File: src/rtl/emac_regbank_pkg.sv
package emac_regbank_pkg;

    localparam int DATA_W       = 16;
    localparam int ADDR_W       = 8;
    localparam int PEAK_W       = 8;
    localparam int FIFO_FIELD_W = 8;
    localparam int FIFO_SHIFT   = 7;
    localparam int FIFO_BYTES_W = FIFO_FIELD_W + 1 + FIFO_SHIFT;
    localparam int N_STA        = 3;
    localparam int N_HASH       = 4;
    localparam int N_RXCNT      = 5;
    localparam int STA_BASE     = 8;

    localparam logic [ADDR_W-1:0] OFS_XIFC    = 8'h00;
    localparam logic [ADDR_W-1:0] OFS_EVMASK  = 8'h08;
    localparam logic [ADDR_W-1:0] OFS_GSTAT   = 8'h0C;
    localparam logic [ADDR_W-1:0] OFS_TXFIFO  = 8'h10;
    localparam logic [ADDR_W-1:0] OFS_TXTHR   = 8'h14;
    localparam logic [ADDR_W-1:0] OFS_RXFIFO  = 8'h18;
    localparam logic [ADDR_W-1:0] OFS_TXRST   = 8'h1C;
    localparam logic [ADDR_W-1:0] OFS_RXRST   = 8'h20;
    localparam logic [ADDR_W-1:0] OFS_TXCFG   = 8'h24;
    localparam logic [ADDR_W-1:0] OFS_RXCFG   = 8'h28;
    localparam logic [ADDR_W-1:0] OFS_PEAK    = 8'h2C;
    localparam logic [ADDR_W-1:0] OFS_NCOLL   = 8'h30;
    localparam logic [ADDR_W-1:0] OFS_NTCOLL  = 8'h34;
    localparam logic [ADDR_W-1:0] OFS_EXCOLL  = 8'h38;
    localparam logic [ADDR_W-1:0] OFS_LTCOLL  = 8'h3C;
    localparam logic [ADDR_W-1:0] OFS_SEED    = 8'h40;
    localparam logic [ADDR_W-1:0] OFS_RXCNT0  = 8'h44;

    typedef struct packed {
        logic xifc;
        logic evmask;
        logic gstat;
        logic txfifo;
        logic txthr;
        logic rxfifo;
        logic txrst;
        logic rxrst;
        logic txcfg;
        logic rxcfg;
        logic peak;
        logic ncoll;
        logic ntcoll;
        logic excoll;
        logic ltcoll;
        logic seed;
        logic [N_RXCNT-1:0] rxcnt;
        logic sta;
        logic hash;
    } reg_sel_t;

    typedef struct packed {
        logic                    en;
        logic [FIFO_BYTES_W-1:0] bytes;
    } fifo_cfg_t;

    function automatic fifo_cfg_t fifo_decode(input logic [DATA_W-1:0] w);
        fifo_cfg_t c;
        c.en    = w[0];
        c.bytes = ({{(FIFO_BYTES_W-FIFO_FIELD_W){1'b0}}, w[FIFO_FIELD_W:1]}
                   + FIFO_BYTES_W'(1)) << FIFO_SHIFT;
        return c;
    endfunction

    function automatic int sta_index(input logic [ADDR_W-1:0] a);
        return STA_BASE - int'(a[7:4]);
    endfunction

    function automatic int hash_index(input logic [ADDR_W-1:0] a);
        return int'(a[5:4]);
    endfunction

endpackage

File: src/rtl/emac_regbank_decode.sv
module emac_regbank_decode
    import emac_regbank_pkg::*;
(
    input  logic [ADDR_W-1:0] addr,
    output reg_sel_t          sel
);
    always_comb begin
        sel = '0;
        case (addr)
            OFS_XIFC:   sel.xifc   = 1'b1;
            OFS_EVMASK: sel.evmask = 1'b1;
            OFS_GSTAT:  sel.gstat  = 1'b1;
            OFS_TXFIFO: sel.txfifo = 1'b1;
            OFS_TXTHR:  sel.txthr  = 1'b1;
            OFS_RXFIFO: sel.rxfifo = 1'b1;
            OFS_TXRST:  sel.txrst  = 1'b1;
            OFS_RXRST:  sel.rxrst  = 1'b1;
            OFS_TXCFG:  sel.txcfg  = 1'b1;
            OFS_RXCFG:  sel.rxcfg  = 1'b1;
            OFS_PEAK:   sel.peak   = 1'b1;
            OFS_NCOLL:  sel.ncoll  = 1'b1;
            OFS_NTCOLL: sel.ntcoll = 1'b1;
            OFS_EXCOLL: sel.excoll = 1'b1;
            OFS_LTCOLL: sel.ltcoll = 1'b1;
            OFS_SEED:   sel.seed   = 1'b1;
            default: begin
                for (int k = 0; k < N_RXCNT; k++) begin
                    if (addr == OFS_RXCNT0 + ADDR_W'(4 * k)) sel.rxcnt[k] = 1'b1;
                end
                if (addr[3:0] == 4'h0) begin
                    if (addr[7:4] >= 4'(STA_BASE - N_STA + 1) && addr[7:4] <= 4'(STA_BASE))
                        sel.sta = 1'b1;
                    if (addr[7:6] == 2'b11)
                        sel.hash = 1'b1;
                end
            end
        endcase
    end
endmodule

File: src/rtl/emac_regbank_rclr.sv
module emac_regbank_rclr #(
    parameter int W     = 16,
    parameter bit ACCUM = 1'b1
) (
    input  logic         clk,
    input  logic         rst,
    input  logic         rd_hit,
    input  logic         set_en,
    input  logic [W-1:0] set_val,
    output logic [W-1:0] q
);
    logic [W-1:0] q_next;

    generate
        if (ACCUM) begin : g_accum
            logic [W-1:0] eff;
            always_comb begin
                eff    = set_en ? set_val : '0;
                q_next = rd_hit ? eff : (q | eff);
            end
        end else begin : g_load
            always_comb begin
                if (set_en)      q_next = set_val;
                else if (rd_hit) q_next = '0;
                else             q_next = q;
            end
        end
    endgenerate

    always_ff @(posedge clk) begin
        if (rst) q <= '0;
        else     q <= q_next;
    end
endmodule

File: src/rtl/emac_regbank_filt.sv
module emac_regbank_filt
    import emac_regbank_pkg::*;
(
    input  logic                     clk,
    input  logic                     rst,
    input  logic                     wr,
    input  logic                     sta_hit,
    input  logic                     hash_hit,
    input  logic [ADDR_W-1:0]        addr,
    input  logic [DATA_W-1:0]        wdata,
    output logic [N_STA*DATA_W-1:0]  station_addr,
    output logic [N_HASH*DATA_W-1:0] hash_tab
);
    generate
        for (genvar k = 0; k < N_STA; k++) begin : g_sta
            logic [DATA_W-1:0] w;
            always_ff @(posedge clk) begin
                if (rst) w <= '0;
                else if (wr && sta_hit && sta_index(addr) == k) w <= wdata;
            end
            assign station_addr[k*DATA_W +: DATA_W] = w;
        end
        for (genvar k = 0; k < N_HASH; k++) begin : g_hash
            logic [DATA_W-1:0] w;
            always_ff @(posedge clk) begin
                if (rst) w <= '0;
                else if (wr && hash_hit && hash_index(addr) == k) w <= wdata;
            end
            assign hash_tab[k*DATA_W +: DATA_W] = w;
        end
    endgenerate
endmodule

File: src/rtl/emac_regbank.sv
module emac_regbank
    import emac_regbank_pkg::*;
(
    input  logic                          clk,
    input  logic                          rst,
    input  logic [ADDR_W-1:0]             reg_addr,
    input  logic                          reg_wr,
    input  logic [DATA_W-1:0]             reg_wdata,
    input  logic                          reg_rd,
    output logic [DATA_W-1:0]             reg_rdata,
    input  logic [DATA_W-1:0]             stat_set,
    input  logic                          peak_ld,
    input  logic [PEAK_W-1:0]             peak_ld_val,
    output logic                          irq,
    output logic                          tx_rst_pulse,
    output logic                          rx_rst_pulse,
    output logic                          tx_fifo_en,
    output logic [FIFO_BYTES_W-1:0]       tx_fifo_bytes,
    output logic                          rx_fifo_en,
    output logic [FIFO_BYTES_W-1:0]       rx_fifo_bytes,
    output logic [DATA_W-1:0]             tx_fifo_thresh,
    output logic [DATA_W-1:0]             rng_seed,
    output logic [DATA_W-1:0]             net_coll_cnt,
    output logic [N_RXCNT*DATA_W-1:0]     rx_err_cnt,
    output logic [N_STA*DATA_W-1:0]       station_addr,
    output logic [N_HASH*DATA_W-1:0]      hash_tab
);
    reg_sel_t          sel;
    logic              rd_stat, rd_peak;
    logic [DATA_W-1:0] stat_q;
    logic [PEAK_W-1:0] peak_q;
    logic [DATA_W-1:0] xifc_q, mask_q, txcfg_q, rxcfg_q, txrst_q;
    logic [DATA_W-1:0] ncoll_q, excoll_q, ltcoll_q;
    fifo_cfg_t         txfifo_q, rxfifo_q;
    logic [DATA_W-1:0] rd_mux;

    emac_regbank_decode u_dec (
        .addr (reg_addr),
        .sel  (sel)
    );

    assign rd_stat = reg_rd && sel.gstat;
    assign rd_peak = reg_rd && sel.peak;

    emac_regbank_rclr #(.W(DATA_W), .ACCUM(1'b1)) u_stat (
        .clk     (clk),
        .rst     (rst),
        .rd_hit  (rd_stat),
        .set_en  (1'b1),
        .set_val (stat_set),
        .q       (stat_q)
    );

    emac_regbank_rclr #(.W(PEAK_W), .ACCUM(1'b0)) u_peak (
        .clk     (clk),
        .rst     (rst),
        .rd_hit  (rd_peak),
        .set_en  (peak_ld),
        .set_val (peak_ld_val),
        .q       (peak_q)
    );

    emac_regbank_filt u_filt (
        .clk          (clk),
        .rst          (rst),
        .wr           (reg_wr),
        .sta_hit      (sel.sta),
        .hash_hit     (sel.hash),
        .addr         (reg_addr),
        .wdata        (reg_wdata),
        .station_addr (station_addr),
        .hash_tab     (hash_tab)
    );

    always_ff @(posedge clk) begin
        if (rst) begin
            xifc_q         <= '0;
            mask_q         <= '1;
            txcfg_q        <= '0;
            rxcfg_q        <= '0;
            txrst_q        <= DATA_W'(1);
            ncoll_q        <= '0;
            excoll_q       <= '0;
            ltcoll_q       <= '0;
            txfifo_q       <= '0;
            rxfifo_q       <= '0;
            tx_fifo_thresh <= '0;
            rng_seed       <= '0;
            net_coll_cnt   <= '0;
            tx_rst_pulse   <= 1'b0;
            rx_rst_pulse   <= 1'b0;
        end else begin
            tx_rst_pulse <= 1'b0;
            rx_rst_pulse <= 1'b0;
            if (reg_wr) begin
                if (sel.xifc)   xifc_q         <= reg_wdata;
                if (sel.evmask) mask_q         <= reg_wdata;
                if (sel.txcfg)  txcfg_q        <= reg_wdata;
                if (sel.rxcfg)  rxcfg_q        <= reg_wdata;
                if (sel.ncoll)  ncoll_q        <= reg_wdata;
                if (sel.excoll) excoll_q       <= reg_wdata;
                if (sel.ltcoll) ltcoll_q       <= reg_wdata;
                if (sel.ntcoll) net_coll_cnt   <= reg_wdata;
                if (sel.seed)   rng_seed       <= reg_wdata;
                if (sel.txthr)  tx_fifo_thresh <= reg_wdata;
                if (sel.txfifo) txfifo_q       <= fifo_decode(reg_wdata);
                if (sel.rxfifo) rxfifo_q       <= fifo_decode(reg_wdata);
                if (sel.txrst) begin
                    if (reg_wdata == DATA_W'(1)) begin
                        txrst_q      <= '0;
                        tx_rst_pulse <= 1'b1;
                    end else begin
                        txrst_q      <= reg_wdata;
                    end
                end
                if (sel.rxrst && reg_wdata == '0) rx_rst_pulse <= 1'b1;
            end
        end
    end

    generate
        for (genvar k = 0; k < N_RXCNT; k++) begin : g_rxcnt
            logic [DATA_W-1:0] c;
            always_ff @(posedge clk) begin
                if (rst) c <= '0;
                else if (reg_wr && sel.rxcnt[k]) c <= reg_wdata;
            end
            assign rx_err_cnt[k*DATA_W +: DATA_W] = c;
        end
    endgenerate

    always_comb begin
        rd_mux = '0;
        if (sel.xifc)   rd_mux = xifc_q;
        if (sel.evmask) rd_mux = mask_q;
        if (sel.gstat)  rd_mux = stat_q;
        if (sel.txrst)  rd_mux = txrst_q;
        if (sel.txcfg)  rd_mux = txcfg_q;
        if (sel.rxcfg)  rd_mux = rxcfg_q;
        if (sel.peak)   rd_mux = DATA_W'(peak_q);
        if (sel.ncoll)  rd_mux = ncoll_q;
        if (sel.excoll) rd_mux = excoll_q;
        if (sel.ltcoll) rd_mux = ltcoll_q;
    end

    always_ff @(posedge clk) begin
        if (rst)         reg_rdata <= '0;
        else if (reg_rd) reg_rdata <= rd_mux;
        else             reg_rdata <= '0;
    end

    assign irq           = |(stat_q & ~mask_q);
    assign tx_fifo_en    = txfifo_q.en;
    assign tx_fifo_bytes = txfifo_q.bytes;
    assign rx_fifo_en    = rxfifo_q.en;
    assign rx_fifo_bytes = rxfifo_q.bytes;
endmodule

File: config.mk
export PLATFORM = sky130hd
export DESIGN_NAME = emac_regbank
export DESIGN_NICKNAME = d
export VERILOG_FILES = /design/src/rtl/emac_regbank_pkg.sv /design/src/rtl/emac_regbank_decode.sv /design/src/rtl/emac_regbank_rclr.sv /design/src/rtl/emac_regbank_filt.sv /design/src/rtl/emac_regbank.sv
export SDC_FILE = /design/constraint.sdc
export NUM_CORES = 1
export LEC_CHECK = 0
export BUFFER_PORTS_ARGS = -buffer_cell sky130_fd_sc_hd__buf_2
export CAP_MARGIN = 5
export CELL_PAD_IN_SITES_DETAIL_PLACEMENT = 1
export CELL_PAD_IN_SITES_GLOBAL_PLACEMENT = 1
export CORE_MARGIN = 10
export CORE_UTILIZATION = 40
export DETAILED_ROUTE_END_ITERATION = 10
export GPL_TIMING_DRIVEN = 0
export HOLD_SLACK_MARGIN = 0.03
export PLACE_DENSITY = 0.76
export SYNTH_ARGS = -nofsm -noshare
export SYNTH_HDL_FRONTEND = slang
export SYNTH_SLANG_ARGS = --single-unit
File: constraint.sdc
create_clock -name clk -period 2.8 [get_ports clk]
set_input_delay 0.42 -clock clk [delete_from_list [all_inputs] [get_ports clk]]
set_output_delay 0.42 -clock clk [all_outputs]
set_load 0.02 [all_outputs]
Word-level counts from Yosys, hierarchy flattened:

Cells that the tools add are included.

* word-level logic and storage cells: 152
* output and inout bits: 293
* bits in registers: 430

* reduce and logical (&&, ||, !) cells: 42
* bitwise gates (word level): 6
* $lt $le $gt $ge: 2
* add/subtract/negate cells: 2
* equality and inequality tests: 27
* muxes and demuxes: 41

Operators with widths (number)
* $mux 16: 12
* $eq 8x6->1 const B: 8
* $eq 8x7->1 const B: 6
* $eq 32x2->1 const B: 1
* $eq 32x3->1 const B: 1
* $eq 8x5->1 const B: 4
* $logic_not 32->1: 1
* $reduce_or 16->1: 2
* $reduce_and 2->1: 13
* $mux 1: 25
* $logic_and 1x1->1: 18
* $and 16x16->16: 1
* $eq 16x1->1 const B: 1
* $eq 8x4->1 const B: 2
* $logic_not 16->1: 1
* $mux 8: 2
* $not 16->16: 1
* $or 16x16->16: 1
* $add 8x1->9 const B: 1
* $logic_not 8->1: 1
* $mux 7: 1
* $eq 2x2->1 const B: 3
* $sub 4x4->5 const A: 1
* $ge 4x3->1 const B: 1
* other kinds (9): 12

Longest topological paths before layout:

* depth after elaboration: 12
* mapped depth: 11
* depth with buffers taken out: 6

Cells and area by module:

A second synthesis with hierarchy kept.

* cell total of the unflattened synthesis: 2146
* area total of the unflattened synthesis: 17526.8 um^2

Modules (own cells, without submodules)
* emac_regbank: seq. area each 5885.6 um^2, times used 1, area an instance 11888.9 um^2, cells an instance 1537
* emac_regbank_filt: seq. area each 2242.2 um^2, times used 1, area an instance 4254.1 um^2, cells an instance 467
* emac_regbank_rclr (u_stat): seq. area each 320.3 um^2, times used 1, area an instance 753.2 um^2, cells an instance 69
* emac_regbank_rclr (u_peak): seq. area each 160.2 um^2, times used 1, area an instance 377.9 um^2, cells an instance 36
* emac_regbank_decode: seq. area each 0.0 um^2, times used 1, area an instance 252.7 um^2, cells an instance 37

Worst setup path after synthesis:

Ideal clock, no wire load.

* path kind: input port to flip-flop
* start point: in reg_addr[2]
* end point: reg u_filt.g_sta[0].w[10]
* slack: 0.523 ns
* arrival time: 2.149 ns
* stages: 9
* setup time: 0.128 ns
* cells stage by stage: buf_2 > nor4_4 > and2_1 > buf_6 > nand3_2 > a311oi_4 > buf_6 > mux2i_1 > nor2_1

* longest elaborated chain between the ends: 5
* elaborated cells on any way between the ends: 22
* classes of those cells: eq/ne: 15; mux: 2; reduce/logical: 5

Ends and longest elaborated chain
* start, declared: RTL line emac_regbank.sv:6 `input logic [ADDR_W-1:0] reg_addr,`
* $eq 8x4->1, or another cell as far along: RTL line emac_regbank_decode.sv:9 `case (addr)`
* $reduce_or 16->1 (no source line) or $mux 2 (tied branches)
* $mux 7 *: RTL line emac_regbank_decode.sv:9
* $logic_and 1x1->1 * (2 in series): RTL line emac_regbank_filt.sv:19 `else if (wr && sta_hit && sta_index(addr) == k) w <= wdata;`
* end signal, assigned: RTL line emac_regbank_filt.sv:19
* end, declared: RTL line emac_regbank_filt.sv:16 `logic [DATA_W-1:0] w;`

Mark *: on every way between the ends. The rest lies on a longest branch, timed or not.
A chain may end at the register's enable or synchronous reset.

Worst setup path after layout:

* start point: in reg_addr[2]
* end point: reg reg_rdata[11]

* longest elaborated chain between the ends: 12
* elaborated cells on any way between the ends: 30
* classes of those cells: eq/ne: 9; mux: 20; reduce/logical: 1

Ends and longest elaborated chain
* $logic_not 8->1: RTL line emac_regbank_decode.sv:9
* $mux 1: RTL line emac_regbank_decode.sv:9
* $mux 16: RTL line emac_regbank.sv:134 `if (sel.xifc) rd_mux = xifc_q;`
* $mux 16: RTL line emac_regbank.sv:135 `if (sel.evmask) rd_mux = mask_q;`
* $mux 16: RTL line emac_regbank.sv:136 `if (sel.gstat) rd_mux = stat_q;`
* $mux 16: RTL line emac_regbank.sv:137 `if (sel.txrst) rd_mux = txrst_q;`
* $mux 16: RTL line emac_regbank.sv:138 `if (sel.txcfg) rd_mux = txcfg_q;`
* $mux 16: RTL line emac_regbank.sv:139 `if (sel.rxcfg) rd_mux = rxcfg_q;`
* $mux 16: RTL line emac_regbank.sv:140 `if (sel.peak) rd_mux = DATA_W'(peak_q);`
* $mux 16: RTL line emac_regbank.sv:141 `if (sel.ncoll) rd_mux = ncoll_q;`
* $mux 16: RTL line emac_regbank.sv:142 `if (sel.excoll) rd_mux = excoll_q;`
* $mux 16 *: RTL line emac_regbank.sv:143 `if (sel.ltcoll) rd_mux = ltcoll_q;`
* end signal, assigned: RTL line emac_regbank.sv:148 `else if (reg_rd) reg_rdata <= rd_mux;`
* end, declared: RTL line emac_regbank.sv:10 `output logic [DATA_W-1:0] reg_rdata,`

Marked as above.

==> out/qor.csv <==
stage,metric,value,unit
setup_path,reg2regPathDepth,5,
hold_path,worstHoldPathCells,3,
synth,yosys_warnings,0,
cells_and_area,drive_gt1_frac,0.1795,
setup_path,cp_data_arrival_time,3.14,ns
synth,ys_async_sr_fraction,0,
setup_path,crit_start,reg_addr[2],
timing,fin_crit_sh,0.9445,
timing,finClkSkew,0.01270,ns
routing,drtAntennaViolNets,0,
routing,dr.pass1.iters,5,
global_route,grt_max_degree,13,
clock_tree,clk_latency,0.60,ns
routing,drt_iter0_markers,1203,
clock_tree,cts.htree.levels,2,
synth,synth_edf_count,0,
power_and_ir_drop,irDropWorstVdd,0.0004548,V
hold_path,min_from,stat_set[0],
clock_tree,root_buffer,clkbuf_16,
timing,setup_viol,0,
placed_design,hpwl,57100,um
global_route,antenna_found_initial,11,
placed_design,gp_congestion,0.9803,
routing,routed_wl,75990,um
synth,synthCells,2113,
cells_and_area,nNetsFinal,2549,
clock_tree,numCtsBuffers,46,
setup_path,r2r-start,u_peak.q[1],
cells_and_area,areaGrowthSynthToFinish,22.87,%
run,max_cap_violations,0,
cells_and_area,final_common_cell,nand2_1,
global_route,overflow,0,
setup_path,path_max_fanout,10,
timing,rsz0062_at_grt,no,
die,rows,75,
die,fp.dieArea,51290,sq um
setup_path,cp-end-kind,register,
die,fp.coreArea,42040,sq um
clock_tree,tritoncts,done,
hold_path,hold_class,input port to register,
clock_tree,postCtsSetupBuffers,0,
die,start_util,0.4056,
placed_design,port_buffers,320,
outcome,outcome,"finished, final reports clean",
synth,synth-seq-cells,430,
power_and_ir_drop,finalPower,0.01317,W
die,ios,346,
clock_tree,clock_path_buffers,3,
power_and_ir_drop,total_leakage_power,8.905,nW
global_route,grt_pass1_wl,112100,um
timing,worst_pin_slew,1.196,ns
clock_tree,clock-sinks,430,
synth,syn_area,17050,sq um
timing,slew_headroom,0.2027,
routing,wire_per_inst,24.70,um
synth,synth_cell_types,52,
timing,slew_violations,0,
synth,synthFlopType,dfxtp_1,
setup_path,start_kind,input port,
die,die_w,226.5,um
timing,hold_viol,0,
global_route,grt_pass1_vias,17755,
timing,max_freq,0.3781,GHz
setup_path,crit_type,input port to register,
setup_path,required,3.29,ns
global_route,gr-usage-met2,0.4833,
global_route,top_usage_layer,met2,
die,die_h,226.5,um
routing,via_count,16907,
power_and_ir_drop,power_density,628.5,nW/um^2
timing,finalCriticalPeriod,2.644,ns
routing,route.detailed.drc,0,
cells_and_area,final_cell_mix,"nand2_1, dfxtp_1, buf_2, a21oi_1, nor2_1",
global_route,met3_usage,0.09755,
routing,post_drt_via_cell_ratio,5.496,
clock_tree,clk_pin_slew_worst_paths,0.06,ns
timing,setup_slack,0.1555,ns
global_route,grt_usage,0.2898,
synth,synth_seq_area_share,0.5048,
cells_and_area,fin_util,0.4984,
placed_design,pre_cts_ws,-0.4168,ns
global_route,grtUsageMet1,0.3292,
synth,avgSynthCellArea,8.070,sq um
==> synthesized netlist by cell type, drive strengths merged, types with 12 or more instances <==
library cell  instances  share of area
a211oi               14         0.0062
o22ai                33          0.012
o21ai                36          0.011
inv                  30         0.0066
mux2i               120          0.070
nor2                200          0.044
buf                  56          0.019
a21oi               331          0.097
nand3b               13         0.0057
nand2               516           0.11
a22oi                24          0.011
nand3                59          0.018
and3                 12         0.0044
clkbuf              148          0.033
dfxtp               430           0.50
==> cells by family after synthesis <==
logic type	synth area share
buf+inv	0.05840
compound gates	0.1539
other cells	0.0002199
mux	0.07374
simple gates	0.2051
xor+xnor	0.003082
fa+ha+maj	0.0007336
flops	0.5048
==> path summary, 6_finish.rpt <==
check                                to  slack (ns)
setup / recovery          reg_rdata[11]        0.16
setup reg to reg           reg_rdata[1]        0.99
hold reg to reg   u_filt.g_sta[2].w[11]        0.45
hold / removal              u_stat.q[0]        0.05
==> critical path, stage by stage <==
cell and delay [ns]:
buf_2 0.18, nand2b_1 0.30, nor3_1 0.86, clkbuf_1 0.51, a21oi_1 0.11, o22ai_1 0.36, a21oi_1 0.13, o21ai_0 0.25
==> power breakdown <==
| group | internal (W) | switching (W) |
|---|---|---|
| combinational | 0.000163 | 0.000554 |
| sequential | 0.00615 | 0.0000313 |
| clock | 0.00368 | 0.00259 |
==> flip-flops by register name, indices dropped and copies added (netlist names), 16 cells and up <==
name             flops
u_filt.g_hash.w     64
net_coll_cnt        16
rng_seed            16
u_filt.g_sta.w      48
xifc_q              16
excoll_q            16
rxcfg_q             16
u_stat.q            16
txrst_q             16
ltcoll_q            16
txcfg_q             16
reg_rdata           16
tx_fifo_thresh      16
ncoll_q             16
mask_q              16
g_rxcnt.c           80
==> per-layer routing <==
layer,share of wire,vias to the layer above
met5,0.00053,-
li1,-,7801
met1,0.38,8348
met4,0.043,6
met2,0.48,597
met3,0.096,155
==> cell type report <==
class                      instances  area (sq um)
inverter                          31         116.4
timing repair buffer             321          1612
sequential                       430          8608
fill                            5236         21090
clock inverter                     9         142.6
multi-input combinational       1461          7506
buffer                           204         879.6
tap                              539         674.4
antenna                            8         20.02
clock buffer                      73          1394
==> through the flow <==
| stage | std cells | instance area (sq um) | TNS, ns | hold WS [ns] |
|---|---|---|---|---|
| after floorplan | 2126 | 17100 | 0 | 0.4318 |
| after global placement | 2985 | 19380 | -13.99 | 0.4358 |
| after detailed placement | 2985 | 19380 | -17.56 | 0.4415 |
| after CTS | 3068 | 20920 | 0 | 0.03310 |
| after global routing | 3074 | 20950 | 0 | 0.06249 |
| final | 3076 | 20950 | 0 | 0.05012 |
==> what timing repair did <==
item	in CTS	in global routing
endpoints found under the setup margin	0	2
hold buffers	1	0
gates resized for setup	0	1
endpoints found under the hold margin	1	0
No activity file was read; power rests on OpenSTA's default activity.
